[src/rtl/cfgrf_pkg.sv]
package cfgrf_pkg;
  localparam int WORD_W = 32;
  localparam int EV_N   = 4;

  typedef enum logic [1:0] {
    SEL_NONE,
    SEL_CFG,
    SEL_IRQ,
    SEL_DONE
  } sel_e;

  // Interrupt register image: status [3:0], mask [7:4], clear [11:8] reads 0.
  function automatic logic [WORD_W-1:0] irq_image(input logic [EV_N-1:0] st,
                                                  input logic [EV_N-1:0] mk);
    logic [WORD_W-1:0] w;
    w = '0;
    w[EV_N-1:0]      = st;
    w[2*EV_N-1:EV_N] = mk;
    return w;
  endfunction
endpackage

[src/rtl/cfgrf_addr_dec.sv]
module cfgrf_addr_dec
  import cfgrf_pkg::*;
#(
  parameter int ADDR_W   = 8,
  parameter int NUM_CFG  = 8,
  parameter int IRQ_OFS  = 'h3C,
  parameter int DONE_OFS = 'h50,
  localparam int IDX_W   = (NUM_CFG > 1) ? $clog2(NUM_CFG) : 1
) (
  input  logic [ADDR_W-1:0] addr,
  output sel_e              sel,
  output logic [IDX_W-1:0]  idx
);
  localparam int WA_W = ADDR_W - 2;

  logic [WA_W-1:0] word;
  logic            aligned;

  assign word    = addr[ADDR_W-1:2];
  assign aligned = (addr[1:0] == 2'b00);
  assign idx     = word[IDX_W-1:0];

  always_comb begin
    sel = SEL_NONE;
    if (aligned) begin
      if (int'(word) < NUM_CFG)             sel = SEL_CFG;
      else if (int'(word) == IRQ_OFS / 4)   sel = SEL_IRQ;
      else if (int'(word) == DONE_OFS / 4)  sel = SEL_DONE;
    end
  end
endmodule

[src/rtl/cfgrf_bank.sv]
module cfgrf_bank
  import cfgrf_pkg::*;
#(
  parameter int NUM_CFG = 8,
  localparam int IDX_W  = (NUM_CFG > 1) ? $clog2(NUM_CFG) : 1
) (
  input  logic                      clk,
  input  logic                      rst_n,
  input  logic                      wr,
  input  logic [IDX_W-1:0]          idx,
  input  logic [WORD_W-1:0]         wdata,
  input  logic                      load,
  output logic [NUM_CFG*WORD_W-1:0] shadow,
  output logic [NUM_CFG*WORD_W-1:0] work
);
  for (genvar i = 0; i < NUM_CFG; i++) begin : g_word
    always_ff @(posedge clk) begin
      if (!rst_n) begin
        shadow[i*WORD_W +: WORD_W] <= '0;
      end else if (wr && (int'(idx) == i)) begin
        shadow[i*WORD_W +: WORD_W] <= wdata;
      end
    end

    always_ff @(posedge clk) begin
      if (!rst_n) begin
        work[i*WORD_W +: WORD_W] <= '0;
      end else if (load) begin
        work[i*WORD_W +: WORD_W] <= shadow[i*WORD_W +: WORD_W];
      end
    end
  end
endmodule

[src/rtl/cfgrf_load_ctl.sv]
module cfgrf_load_ctl (
  input  logic clk,
  input  logic rst_n,
  input  logic arm,
  input  logic frame_edge,
  input  logic tg_idle,
  output logic pending,
  output logic load
);
  assign load = pending & (frame_edge | tg_idle);

  always_ff @(posedge clk) begin
    if (!rst_n)        pending <= 1'b0;
    else if (arm)      pending <= 1'b1;
    else if (load)     pending <= 1'b0;
  end
endmodule

[src/rtl/cfgrf_irq.sv]
module cfgrf_irq
  import cfgrf_pkg::*;
(
  input  logic              clk,
  input  logic              rst_n,
  input  logic              wr,
  input  logic [3*EV_N-1:0] wdata,
  input  logic [EV_N-1:0]   ev,
  output logic [EV_N-1:0]   status,
  output logic [EV_N-1:0]   mask,
  output logic [EV_N-1:0]   clr_req,
  output logic              irq
);
  assign clr_req = wr ? wdata[3*EV_N-1:2*EV_N] : '0;

  always_ff @(posedge clk) begin
    if (!rst_n) begin
      status <= '0;
      mask   <= '0;
    end else begin
      status <= (status & ~clr_req) | ev;
      if (wr) mask <= wdata[2*EV_N-1:EV_N];
    end
  end

  assign irq = |(status & mask);
endmodule

[src/rtl/cfg_regfile.sv]
module cfg_regfile
  import cfgrf_pkg::*;
#(
  parameter int ADDR_W    = 8,
  parameter int NUM_CFG   = 8,
  parameter int SHADOW_RB = 3,
  parameter int IRQ_OFS   = 'h3C,
  parameter int DONE_OFS  = 'h50
) (
  input  logic                      clk,
  input  logic                      rst_n,
  input  logic                      bus_wr,
  input  logic [ADDR_W-1:0]         bus_addr,
  input  logic [31:0]               bus_wdata,
  output logic [31:0]               bus_rdata,
  input  logic                      frame_edge,
  input  logic                      tg_idle,
  input  logic [3:0]                ev_pulse,
  output logic [NUM_CFG*32-1:0]     cfg_work,
  output logic                      load_pulse,
  output logic                      irq
);
  localparam int IDX_W = (NUM_CFG > 1) ? $clog2(NUM_CFG) : 1;

  sel_e                      sel;
  logic [IDX_W-1:0]          cfg_idx;
  logic [NUM_CFG*WORD_W-1:0] cfg_shadow;
  logic                      done_set;
  logic                      pending;
  logic [EV_N-1:0]           ev_status;
  logic [EV_N-1:0]           ev_mask;
  logic [EV_N-1:0]           clr_req;

  cfgrf_addr_dec #(
    .ADDR_W(ADDR_W), .NUM_CFG(NUM_CFG), .IRQ_OFS(IRQ_OFS), .DONE_OFS(DONE_OFS)
  ) u_dec (
    .addr(bus_addr), .sel(sel), .idx(cfg_idx)
  );

  cfgrf_bank #(.NUM_CFG(NUM_CFG)) u_bank (
    .clk(clk), .rst_n(rst_n),
    .wr(bus_wr && (sel == SEL_CFG)), .idx(cfg_idx), .wdata(bus_wdata),
    .load(load_pulse), .shadow(cfg_shadow), .work(cfg_work)
  );

  assign done_set = bus_wr && (sel == SEL_DONE) && bus_wdata[0];

  cfgrf_load_ctl u_load (
    .clk(clk), .rst_n(rst_n), .arm(done_set),
    .frame_edge(frame_edge), .tg_idle(tg_idle),
    .pending(pending), .load(load_pulse)
  );

  cfgrf_irq u_irq (
    .clk(clk), .rst_n(rst_n),
    .wr(bus_wr && (sel == SEL_IRQ)), .wdata(bus_wdata[3*EV_N-1:0]),
    .ev(ev_pulse), .status(ev_status), .mask(ev_mask),
    .clr_req(clr_req), .irq(irq)
  );

  always_comb begin
    bus_rdata = '0;
    unique case (sel)
      SEL_CFG:  bus_rdata = (int'(cfg_idx) < SHADOW_RB)
                            ? cfg_shadow[cfg_idx*WORD_W +: WORD_W]
                            : cfg_work[cfg_idx*WORD_W +: WORD_W];
      SEL_IRQ:  bus_rdata = irq_image(ev_status, ev_mask);
      SEL_DONE: bus_rdata = {31'b0, pending};
      default:  bus_rdata = '0;
    endcase
  end
endmodule

[config.mk]
export PLATFORM = sky130hd
export DESIGN_NAME = cfg_regfile
export DESIGN_NICKNAME = d
export VERILOG_FILES = /design/src/rtl/cfgrf_pkg.sv /design/src/rtl/cfgrf_addr_dec.sv /design/src/rtl/cfgrf_bank.sv /design/src/rtl/cfgrf_load_ctl.sv /design/src/rtl/cfgrf_irq.sv /design/src/rtl/cfg_regfile.sv
export SDC_FILE = /design/constraint.sdc
export NUM_CORES = 1
export LEC_CHECK = 0
export BUFFER_PORTS_ARGS = -buffer_cell sky130_fd_sc_hd__buf_2
export CAP_MARGIN = 20
export CORE_MARGIN = 3
export CORE_UTILIZATION = 56
export CTS_CLUSTER_DIAMETER = 80
export DETAILED_ROUTE_END_ITERATION = 7
export PLACE_DENSITY = 0.79
export SETUP_SLACK_MARGIN = 0.02
export SYNTH_ARGS = -nofsm -noshare
export SYNTH_HDL_FRONTEND = slang
export SYNTH_SLANG_ARGS = --single-unit
[constraint.sdc]
create_clock -name clk -period 1.6 [get_ports clk]
set_input_delay 0.16 -clock clk [delete_from_list [all_inputs] [get_ports clk]]
set_output_delay 0.16 -clock clk [all_outputs]
set_load 0.03 [all_outputs]
==> flow_summary.toml <==
[final_layout]
n_fill_cell = 2494
design_area_um2 = 26900
num-nets-final = 2664
multi_input_area_um2 = 10100
regArea_um2 = 10700
syn_to_final_growth_pct = 28.9
layout-drive-gt1-share_pct = 32.2

[pwr]
power_density_nw_per_um2 = 998
clockPowerShare_pct = 47.8
internal-power_w = 0.0210
pwr-share-comb_pct = 3.9
leakage_nw = 12.2
p_switching_w = 0.00580
peakVddDrop_mv = 0.846
p_seq_share_pct = 48.3
swShare_pct = 21.6

[clock_tree]
clk_latency_ps = 580
clock-root-buffer = "clkbuf_16"
cts_buffer_depth = 3
clkTransAtPathRegs_ps = 70
cts_buffers = 52
htreeDepth = 2
cts_sinks = 521
cts_tree = "done"

[sta]
finalSetupTns_ps = -9770
layout_min_cycle_time_ps = 2060
drv_slew = 0
timing.final.crit_share_pct = 129
setup_violations = 33
skew_ps = 17.2
worst_slew_margin_rel_pct = 55.8
rsz0062_at_grt = "yes"
tightestPinTransition_ps = 662
timing.final.hold_violations = 0
fmax_ghz = 0.485
fin_ws_ps = -462

[critical_path]
path_max_fanout = 2
max_stage_delay_ps = 510
required_ps = 1440
worstSetupPathType = "reg -> out"
endpoint_kind = "output port"
critPathSlowestCell = "mux4_2"
crit_arrival_ps = 1900
crit_path_cell_trace = "mux4_2, mux2i_1, o211ai_1, buf_4"
startpoint = "u_bank.work[96]"
critPathLaunchType = "flop"
timing.rr.start = "u_load.pending"
r2r_setup_slack_ps = 40

[placement]
dpl-instance-area_um2 = 23900
io_buffers = 338
place_congestion = 0.996
hpwl_um = 47600

[synth]
syn-cell-area_um2 = 20900
synth_edf_count = 0
syn_area_per_cell_um2 = 9.36
ys_ff_latch = 521
synth-async-reset-ratio_pct = 0
syn-num-nets = 2280
ys_types = 35
synth-main-ff-cell = "dfxtp_1"
synth_cells = 2231
ys_seq_area_share_pct = 50.0
synth_warnings = 0

[flow_run]
max_cap_violations = 0

[die]
ios = 339
die_x_um = 199
fp.dieH_um = 199
initial_core_util_pct = 56.9
coreArea_um2 = 36700
dieArea_um2 = 39600
rows = 70

[detailed_routing]
first_iter_violations = 2188
viasPerCell = 5.95
wl_um = 70300
routed-via-count = 18600
wl_per_cell_um = 22.5
route.detailed.drc = 0
first_pass_iters = 5
ant_nets = 0

[grt]
grt_max_degree = 85
grt-ovfl-total = 0
antenna_found_initial = 5
grtUsageTotal_pct = 33.3
grt_pass1_vias = 17400
grt_pass1_wl_um = 102000

[status]
outcome = "finished with violations"
failed_checks = "setup timing"

[hold_path]
min_path_type = "in -> reg"
hold_start = "frame_edge"
==> area by class of cell <==
type / instances / area share (%)
Antenna cell: 5 / 0.0465
Clock buffer: 75 / 5.60
Clock inverter: 21 / 1.19
Inverter: 6 / 0.112
Multi-Input combinational cell: 1535 / 37.4
Sequential cell: 521 / 39.6
Tap cell: 468 / 2.18
Timing Repair Buffer: 499 / 13.8
==> worst max-delay path, delay by kind of cell (launching register included) <==
family          cells  cell delay, ps
compound gates      1             140
buf+inv             1             200
flops               1             330
mux                 2             660
==> placed cells by master (no fill, tap or decap), types with 5 or more instances in the layout <==
cell type,count
a21boi_0,255
dlygate4sd3_1,11
nor2_4,6
bufinv_16,7
dfxtp_1,375
clkbuf_1,11
dfxtp_4,20
inv_1,5
dfxtp_2,126
clkbuf_16,58
nand3_2,6
buf_2,302
nand2_2,13
buf_12,34
mux2i_1,262
buf_6,19
clkinv_2,9
nand2_1,842
a21oi_2,24
buf_4,119
nand3_1,10
mux2_2,13
diode_2,5
clkbuf_8,12
o31ai_4,5
mux4_2,57
==> routing by layer <==
layer,up-vias,part of all wire (%),track usage (%)
li1,8238,-,-
met1,9102,43,49.8
met2,1112,43,47.9
met3,166,11,7.03
met4,0,3.5,11.3
met5,-,0,0
==> synthesized netlist by cell type (6+ instances only) <==
| library cell | instances | share of area [%] |
|---|---|---|
| mux2i_1 | 262 | 13 |
| o31ai_1 | 7 | 0.25 |
| a21boi_0 | 257 | 9.2 |
| mux2_2 | 13 | 0.70 |
| a21oi_1 | 24 | 0.58 |
| nand3_1 | 16 | 0.38 |
| buf_2 | 34 | 0.82 |
| mux4_2 | 57 | 6.1 |
| clkbuf_1 | 129 | 2.3 |
| nand2_1 | 855 | 15 |
| o22ai_1 | 6 | 0.18 |
| nor2_1 | 10 | 0.18 |
| dfxtp_1 | 521 | 50 |
==> metrics by stage <==
stage	power, W	hold WS [ps]	setup WS, ps	instances	util [%]
after floorplan	0.0138	261	43.3	2231	-
after global placement	0.0142	387	-132	2968	65.1
after detailed placement	0.0142	390	-160	2968	65.1
after CTS	0.0268	45.7	-462	3115	72.4
after global routing	0.0275	65.5	-517	3130	73.3
final	0.0268	69.1	-462	3130	73.3
==> repair_timing <==
action | 4_1_cts | 5_1_grt
cloned | 0 | 6
hold endpoints to repair | 19 | 0
gates resized for setup | 233 | 33
setup buffers | 38 | 5
hold buffers | 13 | 0
pin swaps | 17 | 8
endpoints found under the setup margin | 33 | 79
==> worst paths after layout <==
check	endpoint	cells past startpoint
worst min register to register	u_bank.work[228]	2
worst max register to register	u_bank.work[98]	7
worst max-delay path	bus_rdata[0]	4
worst min-delay path	u_load.pending	4
==> flip-flops by register name (all words and copies together), names as in the netlist <==
signal and flops:
u_bank.work 256, u_bank.shadow 256, u_irq.status 4, u_irq.mask 4
u_load.pending 1
==> power by group through the flow <==
stage	Combinational (W)	Sequential, W	Clock (W)
2_1_floorplan	0.000557	0.0133	0
3_3_place_gp	0.000925	0.0133	0
3_5_place_dp	0.000943	0.0133	0
4_1_cts	0.000987	0.0130	0.0129
5_1_grt	0.00108	0.0130	0.0135
6_report	0.00104	0.0130	0.0128
==> kinds of logic after synthesis <==
family,Yosys count,synth area share (%)
buffers and inverters,175,3.42
and+or+nand+nor,896,16.6
DFF,521,50.0
AOI/OAI and AO/OA,307,10.6
muxes,332,19.4
No activity file was read; power rests on OpenSTA's default activity.
